[config.mk]
export PLATFORM = sky130hd
export DESIGN_NAME = qcnt_channel
export DESIGN_NICKNAME = d
export VERILOG_FILES = /design/src/rtl/qcnt_pkg.sv /design/src/rtl/qcnt_sync.sv /design/src/rtl/qcnt_quad.sv /design/src/rtl/qcnt_channel.sv
export SDC_FILE = /design/constraint.sdc
export NUM_CORES = 1
export LEC_CHECK = 0
export BUFFER_PORTS_ARGS = -buffer_cell sky130_fd_sc_hd__buf_4
export CORE_UTILIZATION = 55
export CTS_BUF_LIST = sky130_fd_sc_hd__clkbuf_16
export CTS_CLUSTER_SIZE = 24
export DETAILED_ROUTE_END_ITERATION = 8
export MAX_ROUTING_LAYER = met4
export PLACE_DENSITY = 0.76
export REMOVE_ABC_BUFFERS = 1
export SYNTH_ARGS = -nofsm -noshare
export SYNTH_HDL_FRONTEND = slang
export SYNTH_SLANG_ARGS = --single-unit
[constraint.sdc]
create_clock -name clk -period 2.7 [get_ports clk]
set_input_delay 0.675 -clock clk [delete_from_list [all_inputs] [get_ports clk]]
set_output_delay 0.675 -clock clk [all_outputs]
set_load 0.01 [all_outputs]
[src/rtl/qcnt_pkg.sv]
package qcnt_pkg;
   localparam int WORD_W = 16;

   // Packed mode word; bit order matters because software composes it.
   typedef struct packed {
      logic       rsvd;       // 15
      logic       pl_sel;     // 14
      logic       latch_idx;  // 13
      logic       dir_sw;     // 12
      logic       sw_down;    // 11
      logic [1:0] clk_src;    // 10:9
      logic [1:0] en_ctl;     // 8:7
      logic [1:0] hw_src;     // 6:5
      logic [2:0] reload;     // 4:2
      logic       out_pol;    // 1
      logic       out_msb;    // 0
   } mode_t;

   typedef enum logic [1:0] {
      CS_X1  = 2'd0,
      CS_X2  = 2'd1,
      CS_INT = 2'd2,
      CS_X4  = 2'd3
   } clk_src_e;

   typedef enum logic [1:0] {
      RA_LOW  = 2'd0,
      RA_HIGH = 2'd1,
      RA_MODE = 2'd2,
      RA_CMD  = 2'd3
   } reg_addr_e;

   localparam logic [2:0] RELOAD_ON_INDEX = 3'd4;
   localparam int CMD_ZERO_BIT  = 15;
   localparam int CMD_LOAD_BIT  = 14;
   localparam int CMD_CLEAR_BIT = 3;
endpackage

[src/rtl/qcnt_sync.sv]
module qcnt_sync #(
   parameter int W      = 4,
   parameter int STAGES = 2
) (
   input  logic         clk,
   input  logic         rst_n,
   input  logic [W-1:0] d,
   output logic [W-1:0] q
);
   initial begin
      assert (STAGES >= 2) else $fatal(1, "qcnt_sync: STAGES must be at least 2");
      assert (W >= 1) else $fatal(1, "qcnt_sync: W must be positive");
   end

   logic [STAGES-1:0][W-1:0] pipe;

   always_ff @(posedge clk or negedge rst_n) begin
      if (!rst_n) begin
         pipe <= '0;
      end else begin
         pipe[0] <= d;
         for (int s = 1; s < STAGES; s++) begin
            pipe[s] <= pipe[s-1];
         end
      end
   end

   assign q = pipe[STAGES-1];
endmodule

[src/rtl/qcnt_quad.sv]
module qcnt_quad
   import qcnt_pkg::*;
(
   input  logic       clk,
   input  logic       rst_n,
   input  logic       ph_a,
   input  logic       ph_b,
   input  logic [1:0] clk_src,
   output logic       step,
   output logic       up
);
   logic a_q, b_q;

   always_ff @(posedge clk or negedge rst_n) begin
      if (!rst_n) begin
         a_q <= 1'b0;
         b_q <= 1'b0;
      end else begin
         a_q <= ph_a;
         b_q <= ph_b;
      end
   end

   logic a_chg, b_chg;
   assign a_chg = ph_a ^ a_q;
   assign b_chg = ph_b ^ b_q;

   // A leading B counts up: new A differs from old B on every forward edge.
   assign up = ph_a ^ b_q;

   always_comb begin
      case (clk_src)
         CS_X1:   step = a_chg & ~b_chg & ph_a;
         CS_X2:   step = a_chg & ~b_chg;
         CS_X4:   step = a_chg ^ b_chg;
         default: step = 1'b1;
      endcase
   end

   // simultaneous phase toggles never produce a count
   a_r4_no_step_on_double_change: assert property (@(posedge clk) disable iff (!rst_n)
      (a_chg && b_chg && clk_src != CS_INT) |-> !step);
endmodule

[src/rtl/qcnt_channel.sv]
module qcnt_channel
   import qcnt_pkg::*;
#(
   parameter int CNT_W       = 24,
   parameter int SYNC_STAGES = 2
) (
   input  logic        clk,
   input  logic        rst_n,
   input  logic        bus_wr,
   input  logic        bus_rd,
   input  logic [1:0]  bus_addr,
   input  logic [15:0] bus_wdata,
   output logic [15:0] bus_rdata,
   input  logic        enc_a,
   input  logic        enc_b,
   input  logic        enc_idx,
   input  logic        gate_in,
   output logic        cnt_out
);
   localparam int               HI_W    = CNT_W - WORD_W;
   localparam logic [CNT_W-1:0] CNT_MAX = '1;
   localparam logic [CNT_W-1:0] CNT_ONE = CNT_W'(1);

   initial begin
      assert (CNT_W > WORD_W && CNT_W < 2 * WORD_W)
         else $fatal(1, "qcnt_channel: CNT_W must lie between 17 and 31");
   end

   // ---------------- input synchronization ----------------
   logic [3:0] raw_in, syn;
   assign raw_in = {gate_in, enc_idx, enc_b, enc_a};

   qcnt_sync #(.W(4), .STAGES(SYNC_STAGES)) i_sync (
      .clk   (clk),
      .rst_n (rst_n),
      .d     (raw_in),
      .q     (syn)
   );

   mode_t mode_q;
   logic  q_step, q_up;

   qcnt_quad i_quad (
      .clk     (clk),
      .rst_n   (rst_n),
      .ph_a    (syn[0]),
      .ph_b    (syn[1]),
      .clk_src (mode_q.clk_src),
      .step    (q_step),
      .up      (q_up)
   );

   logic idx_q;
   always_ff @(posedge clk or negedge rst_n) begin
      if (!rst_n) idx_q <= 1'b0;
      else        idx_q <= syn[2];
   end

   // ---------------- register decode ----------------
   logic wr_lo, wr_hi, wr_mode, wr_cmd;
   assign wr_lo   = bus_wr && (bus_addr == RA_LOW);
   assign wr_hi   = bus_wr && (bus_addr == RA_HIGH);
   assign wr_mode = bus_wr && (bus_addr == RA_MODE);
   assign wr_cmd  = bus_wr && (bus_addr == RA_CMD);

   logic cmd_zero, cmd_load, cmd_clear;
   assign cmd_zero  = wr_cmd && bus_wdata[CMD_ZERO_BIT];
   assign cmd_load  = wr_cmd && bus_wdata[CMD_LOAD_BIT];
   assign cmd_clear = wr_cmd && bus_wdata[CMD_CLEAR_BIT];

   // ---------------- state ----------------
   logic [CNT_W-1:0] count, hold, pl0, pl1;
   logic [HI_W-1:0]  hi_stage;
   logic             cap_flag;

   logic idx_rise, idx_reload;
   assign idx_rise   = syn[2] & ~idx_q;
   assign idx_reload = idx_rise && (mode_q.reload == RELOAD_ON_INDEX);

   logic [CNT_W-1:0] reload_val;
   assign reload_val = mode_q.pl_sel ? pl1 : pl0;

   logic hw_en, cnt_en, cnt_up, do_step, wrap;
   always_comb begin
      case (mode_q.hw_src)
         2'd0:    hw_en = syn[3];
         2'd1:    hw_en = ~syn[3];
         2'd2:    hw_en = ~cap_flag;
         default: hw_en = cap_flag;
      endcase
      case (mode_q.en_ctl)
         2'd0:    cnt_en = 1'b0;
         2'd1:    cnt_en = 1'b1;
         default: cnt_en = hw_en;
      endcase
      if (mode_q.dir_sw)                 cnt_up = ~mode_q.sw_down;
      else if (mode_q.clk_src == CS_INT) cnt_up = 1'b1;
      else                               cnt_up = q_up;
   end

   assign do_step = cnt_en & q_step;
   assign wrap    = do_step & (cnt_up ? (count == CNT_MAX) : (count == '0));

   logic [CNT_W-1:0] count_nx;
   logic             flag_set;
   always_comb begin
      if (cmd_zero)        count_nx = '0;
      else if (cmd_load)   count_nx = pl0;
      else if (idx_reload) count_nx = reload_val;
      else if (do_step)    count_nx = cnt_up ? count + CNT_ONE : count - CNT_ONE;
      else                 count_nx = count;
      flag_set = (idx_reload | wrap) & ~cmd_zero & ~cmd_load;
   end

   always_ff @(posedge clk or negedge rst_n) begin
      if (!rst_n) begin
         count    <= '0;
         cap_flag <= 1'b0;
         mode_q   <= '0;
         pl0      <= '0;
         pl1      <= '0;
         hi_stage <= '0;
      end else begin
         count <= count_nx;
         if (flag_set)       cap_flag <= 1'b1;
         else if (cmd_clear) cap_flag <= 1'b0;
         if (wr_mode) mode_q <= mode_t'({1'b0, bus_wdata[WORD_W-2:0]});
         if (wr_hi)   hi_stage <= bus_wdata[HI_W-1:0];
         if (wr_lo) begin
            if (mode_q.pl_sel) pl1 <= {hi_stage, bus_wdata};
            else               pl0 <= {hi_stage, bus_wdata};
         end
      end
   end

   // ---------------- readback ----------------
   always_ff @(posedge clk or negedge rst_n) begin
      if (!rst_n) begin
         hold      <= '0;
         bus_rdata <= '0;
      end else begin
         if (mode_q.latch_idx && idx_rise) hold <= count;
         if (bus_rd) begin
            case (bus_addr)
               RA_LOW: begin
                  if (mode_q.latch_idx) begin
                     bus_rdata <= hold[WORD_W-1:0];
                  end else begin
                     bus_rdata <= count[WORD_W-1:0];
                     hold      <= count;
                  end
               end
               RA_HIGH: bus_rdata <= {{(WORD_W-HI_W){1'b0}}, hold[CNT_W-1:WORD_W]};
               RA_MODE: bus_rdata <= mode_q;
               default: bus_rdata <= '0;
            endcase
         end
      end
   end

   assign cnt_out = (mode_q.out_msb ? count[CNT_W-1] : cap_flag) ^ mode_q.out_pol;

   // ---------------- assertions ----------------
   // an applied step moves the count by exactly one
   a_r2_unit_step: assert property (@(posedge clk) disable iff (!rst_n)
      (do_step && !bus_wr && !idx_reload) |=>
         (count == $past(count) + CNT_ONE) || (count == $past(count) - CNT_ONE));

   // disabled counting keeps the count still
   a_r6_hold_when_off: assert property (@(posedge clk) disable iff (!rst_n)
      (mode_q.en_ctl == 2'd0 && !bus_wr && !idx_reload) |=> $stable(count));

   // the zero command always leaves a zero count
   a_r7_zero_cmd: assert property (@(posedge clk) disable iff (!rst_n)
      cmd_zero |=> (count == '0));

   // an up step from the top value wraps to zero and raises the flag
   a_r8_wrap_sets_flag: assert property (@(posedge clk) disable iff (!rst_n)
      (do_step && cnt_up && count == CNT_MAX && !bus_wr && !idx_reload) |=>
         (count == '0 && cap_flag));

   // clearing without a concurrent set event drops the flag
   a_r10_flag_clear: assert property (@(posedge clk) disable iff (!rst_n)
      (cmd_clear && !idx_reload && !wrap) |=> !cap_flag);

   // high-word reads carry no bits above the count width
   a_r11_high_zero_ext: assert property (@(posedge clk) disable iff (!rst_n)
      (bus_rd && bus_addr == RA_HIGH) |=> (bus_rdata[WORD_W-1:HI_W] == '0));
endmodule

Yosys cells after proc, flatten, opt, wreduce, memory -nomap -nowiden
Index checks and enable logic that the tools add are counted.

operators by class
  add/sub/neg operators = 2
  eq/ne operators = 11
  mux-type cells = 21
  bitwise operators = 21
  reductions and logical operators = 18

operator list
  kind                                                                   number
  24-bit two-way mux                                                     10
  16-bit case mux with 3 select lines                                    1
  24-bit by 1-bit adder with 24-bit output (second input constant)       1
  24-bit == test (second input constant)                                 1
  24-bit logical NOT                                                     1
  24-bit by 1-bit subtractor with 24-bit output (second input constant)  1
  16-bit two-way mux                                                     1
  2-bit == test (second input constant)                                  5
  1-bit logical AND                                                      9
  2-bit by 1-bit == test with 1-bit output (second input constant)       4
  2-bit logical NOT                                                      4
  1-bit NOT                                                              8
  1-bit AND                                                              7
  1-bit two-way mux                                                      6
  1-bit case mux with 3 select lines                                     2
  1-bit XOR                                                              5
  2-bit AND reduction                                                    2
  4-bit nonzero test                                                     1
  3-bit == test (second input constant)                                  1
  1-bit case mux with 2 select lines                                     1
  2-bit nonzero test                                                     1
  1-bit bitwise OR                                                       1

word-level totals
  register bits after elaboration = 147
  output and inout port bits = 17
  logic and storage cells = 95

Depth between registers and ports, before layout
  word-level depth = 11
  gate-level depth with buffers = 12
  mapped depth without buffers = 10

Hierarchy
Synthesis repeated with hierarchy kept, for this count alone.

second synthesis, totals
  cell total of the unflattened synthesis = 751
  area, all modules = 7658.6 sq um

modules (own cells, without submodules)
  module        times used  cells an instance  area an instance (sq um)
  qcnt_channel  1           730                7319.5
  qcnt_sync     1           12                 230.2
  qcnt_quad     1           9                  108.9

Worst setup path after synthesis
OpenSTA, ideal clock, no wires.

  path type = register to register
  from = register i_sync.pipe (netlist bit i_sync.q[0])
  to = register count[23]
  library setup time = 0.069 ns
  arrival time = 2.940 ns
  slack = -0.309 ns
  cell stages (with the launch flop) = 12
  path buffers = 3
  period minus slack after synthesis = 3.009 ns
  cell sequence = dfrtp_1 xor2_1 o31a_2 inv_1 buf_2 buf_4 ha_1 clkdlybuf4s50_2 nand2_1 o41a_1 or3b_1 nand3_1

between the ends
  cells in the longest elaborated chain, start to end = 8
  elaborated cells on any way between the ends = 15

RTL lines
  what                              RTL line             source
  start: declaration                qcnt_sync.sv:15      logic [STAGES-1:0][W-1:0] pipe;
  start signal: indexed assignment  qcnt_sync.sv:23      pipe[s] <= pipe[s-1];
  1-bit XOR                         qcnt_quad.sv:29      assign up = ph_a ^ b_q;
  1-bit two-way mux                 qcnt_channel.sv:97   else if (mode_q.clk_src == CS_INT) cnt_up = 1'b1;
  1-bit two-way mux                 qcnt_channel.sv:96   if (mode_q.dir_sw) cnt_up = ~mode_q.sw_down;
  24-bit two-way mux (2 in series)  qcnt_channel.sv:110  else if (do_step) count_nx = cnt_up ? count + CNT_ONE : count - CNT_ONE;
  24-bit two-way mux                qcnt_channel.sv:109  else if (idx_reload) count_nx = reload_val;
  24-bit two-way mux                qcnt_channel.sv:108  else if (cmd_load) count_nx = pl0;
  24-bit two-way mux                qcnt_channel.sv:107  if (cmd_zero) count_nx = '0;
  end signal: assignment            qcnt_channel.sv:124  count <= count_nx;
  end: declaration                  qcnt_channel.sv:72   logic [CNT_W-1:0] count, hold, pl0, pl1;

Parallel ways exist; a longest one is shown, timed or not. The select of a mux whose other input is x is not followed.
A chain may end at the register's enable or synchronous reset.

Worst setup path in the final report
  from = register i_sync.pipe (netlist bit i_sync.q[0])
  to = register count[18]

The elaborated chain is that of the path after synthesis.

==> summary.txt <==
Outcome
  – Outcome: finished, final reports clean

Synth
  – Main synth FF type: dfrtp_1
  – Yosys top cell area share: between 40% and 50%
  – Syn Inst Count: between 700 and 800
  – Most common cell in the netlist: dfrtp_1
  – Syn Std Cell Area: around 7700 µm²
  – EDFF count, synth: 0
  – Largest family of logic cells by synthesized area: multiplexers
  – Synth async-reset ratio: 100%
  – Sequential share of the synthesized area: between 40% and 50%
  – Synth Area in Adders: less than 1%
  – Simple-gate area share of the yosys netlist: 13.8%
  – Yosys Warn Count: 0
  – Post-synthesis xor/xnor area fraction: about 1.6%
  – #FFs+latches synth: 147
  – Post-Syn Area per Cell: 10.4 µm²
  – Post-synthesis compound-gate area fraction: roughly 15%
  – Synth unique cells: 73
  – Proportion of synthesized area in mux cells: between 15 and 20%
  – Synth top cells by count: dfrtp_1, mux2_2, nor2_1, a21oi_1, nand2_1
  – Leading area contributor after synthesis: dfrtp_1
  – Top cells by area in the synthesized netlist: dfrtp_1, mux2_2, mux2i_1, a21oi_1, nor2_1

Placed design
  – GPL Wtd Cong: roughly 1.0
  – Area post-placement: between 8000 and 9000 µm²
  – DP Wirelength: between 15 and 20 mm
  – Port Buffers: 42
  – Pre-CTS setup slack: 7.79 ps

Power
  – Pwr dens: roughly 1000 nW/µm²
  – VDD IR max: just under 0.6 mV
  – P_leak: 3.86 nW

Detailed routing
  – Initial DRC Count: 666
  – DRT Wirelength: 23.2 mm
  – Vias post-DR: ~6500
  – Average wire per standard cell: roughly 23 µm
  – DRC Markers: 0
  – DRT Pass-1 Iters: 5
  – Via density: approximately 6.5
  – Post-route ant nets: 0

Clock tree
  – Skew-Pair Late Insertion Delay: ~420 ps
  – CTS clk-pin slew, worst paths: 70 ps
  – CTS tree: done
  – Hold buffer count at CTS: 0
  – Cts bufs inserted: 17
  – H-Tree Depth: 4
  – CTS max path bufs: 2
  – Clk sink count: ~150
  – Clock root cell: clkbuf_16

Global route
  – First-pass GRT wire length: between 30 and 40 mm
  – GR Overflow Total: 0
  – Initial antenna violation count: 0
  – Vias in the first global route: between 6000 and 7000
  – Pin count of the biggest net entering global routing: 62
  – GR Util All Layers: between 30% and 40%

Worst setup path
  – Worst EP required: just over 3000 ps
  – Arrival time worst endpoint: between 3000 and 4000 ps
  – CP Capture Type: flip-flop
  – Setup slack, reg-to-reg: roughly 22 ps
  – Max Fanout on Critical Path: 3
  – R2r worst-path depth: 10
  – Worst Path Class, Setup: reg2reg
  – Worst Setup Start Kind: flip-flop

Floorplanning
  – Top Ports: 43
  – Std-Cell Rows: 42
  – Initial Util: ~57%
  – Chip Width: 121 µm
  – Core Area: around 14000 µm²
  – Die ar.: ~15000 µm²
  – DIE HEIGHT: approximately 120 µm

Timing
  – Clk_skew: roughly 5.7 ps
  – RSZ-0062 raised after global routing: yes
  – Least-Margin Pin Slew: between 700 and 800 ps
  – Worst slew margin: between 50% and 60%
  – Tmin final: around 2700 ps
  – Final period util: roughly 99%
  – Final setup fails: 0
  – Final hold vios: 0
  – Final worst setup slack: about 22 ps
  – Slew Limit Fails: 0
  – Max Fclk: 0.373 GHz

Cells and area
  – Nets@finish: around 830
  – Fill cells: between 1000 and 1500
  – P&R area growth vs syn: 17.6%
  – Share of post-route cells with drive strength above 1: 30.4%
  – Post-route cell area: between 9000 and 10000 µm²
  – Diodes inserted: 0

Min path
  – Hold/Removal Path Class: in2async

Job
  – Max-capacitance violation count: 0
==> logic make-up (layout without fill, tap and decap cells) <==
kind of cell / Yosys count / count (layout)
compound gates: 175 / 175
xor+xnor: 14 / 14
fa+ha+maj: 3 / 3
buf+inv: 77 / 150
flops: 147 / 147
mux: 118 / 118
simple gates: 209 / 209
==> power by group <==
part / total, mW / switching (mW) / internal [mW]
Combinational: 3.00 / 1.56 / 1.45
Clock: 2.30 / 0.999 / 1.30
Sequential: 3.69 / 0.794 / 2.90
Total: 8.99 / 3.35 / 5.64
==> path summary, 6_finish.rpt <==
check / start / to
setup reg to reg: i_sync.q[0] / count[18]
hold / removal: rst_n / pl1[11]
max in group asynchronous: rst_n / count[14]
setup / recovery: i_sync.q[0] / count[18]
min in group clk: i_sync.pipe[3] / i_sync.q[3]
hold reg to reg: i_sync.pipe[3] / i_sync.q[3]
==> placed cells by master, fill, tap and decap left out, types with 6 or more instances in the layout <==
cell	count
nor3_1	19
buf_4	95
nand2_1	39
mux2i_1	28
nor4_1	6
nand4_1	9
nor2_1	57
mux2_2	89
o22ai_1	11
dfrtp_1	147
inv_1	20
o221ai_1	10
clkbuf_16	17
nand3_1	16
nor2b_1	7
a31oi_1	9
o21ai_0	28
o21a_1	7
o211ai_1	7
a21oi_1	48
or3_1	10
a22o_1	8
xnor2_1	8
==> through the flow <==
| stage | hold WS, ps | power [mW] | std cells | utilization (%) | setup TNS [ps] |
|---|---|---|---|---|---|
| after CTS | 218 | 8.81 | 991 | 66.8 | 0 |
| after floorplan | 331 | 5.19 | 686 | - | -2380 |
| after global routing | 257 | 9.41 | 992 | 67.4 | -190 |
| after global placement | 334 | 6.34 | 956 | 62.2 | 0 |
| final | 203 | 8.99 | 992 | 67.4 | 0 |
| after detailed placement | 336 | 6.46 | 956 | 62.2 | 0 |
==> routing by layer <==
metal / track usage (%) / share of wire, % / vias to the layer above
met5: - / 0 / -
met1: 47.4 / 42 / 3234
met4: 13.3 / 3.3 / 0
met2: 52.9 / 46 / 351
li1: - / - / 2851
met3: 6.70 / 8.4 / 56
==> critical path: stages (launching register included) <==
cell and delay (ps):
dfrtp_1 390, xor2_1 170, o31a_2 370, xnor2_2 240, ha_4 200, nand3_1 150
nor3_2 260, nor3b_2 250, mux2i_1 130, o31ai_1 290, o2bb2ai_1 150
==> registers in the layout, indices dropped and copies added (netlist names), 4 cells and up <==
| name | flops |
|---|---|
| bus_rdata | 16 |
| hi_stage | 8 |
| i_sync.q | 4 |
| pl1 | 24 |
| mode_q | 15 |
| pl0 | 24 |
| hold | 24 |
| i_sync.pipe | 4 |
| count | 24 |
==> cell type report <==
type | count | area [µm²] | share of cell area [%]
tap | 176 | 220 | 2.42
clock inverter | 15 | 153 | 1.68
multi-input combinational | 519 | 3780 | 41.6
timing repair buffer | 98 | 764 | 8.40
sequential | 147 | 3680 | 40.4
inverter | 20 | 75.1 | 0.825
clock buffer | 17 | 425 | 4.67
==> repair_timing <==
| action | 4_1_cts | 5_1_grt |
|---|---|---|
| pin swaps | 3 | 10 |
| resized for setup | 4 | 15 |
| buffers inserted | 3 | 1 |
| endpoints found under the setup margin | 2 | 9 |
Note: power is estimated with default switching activity, not from simulation.
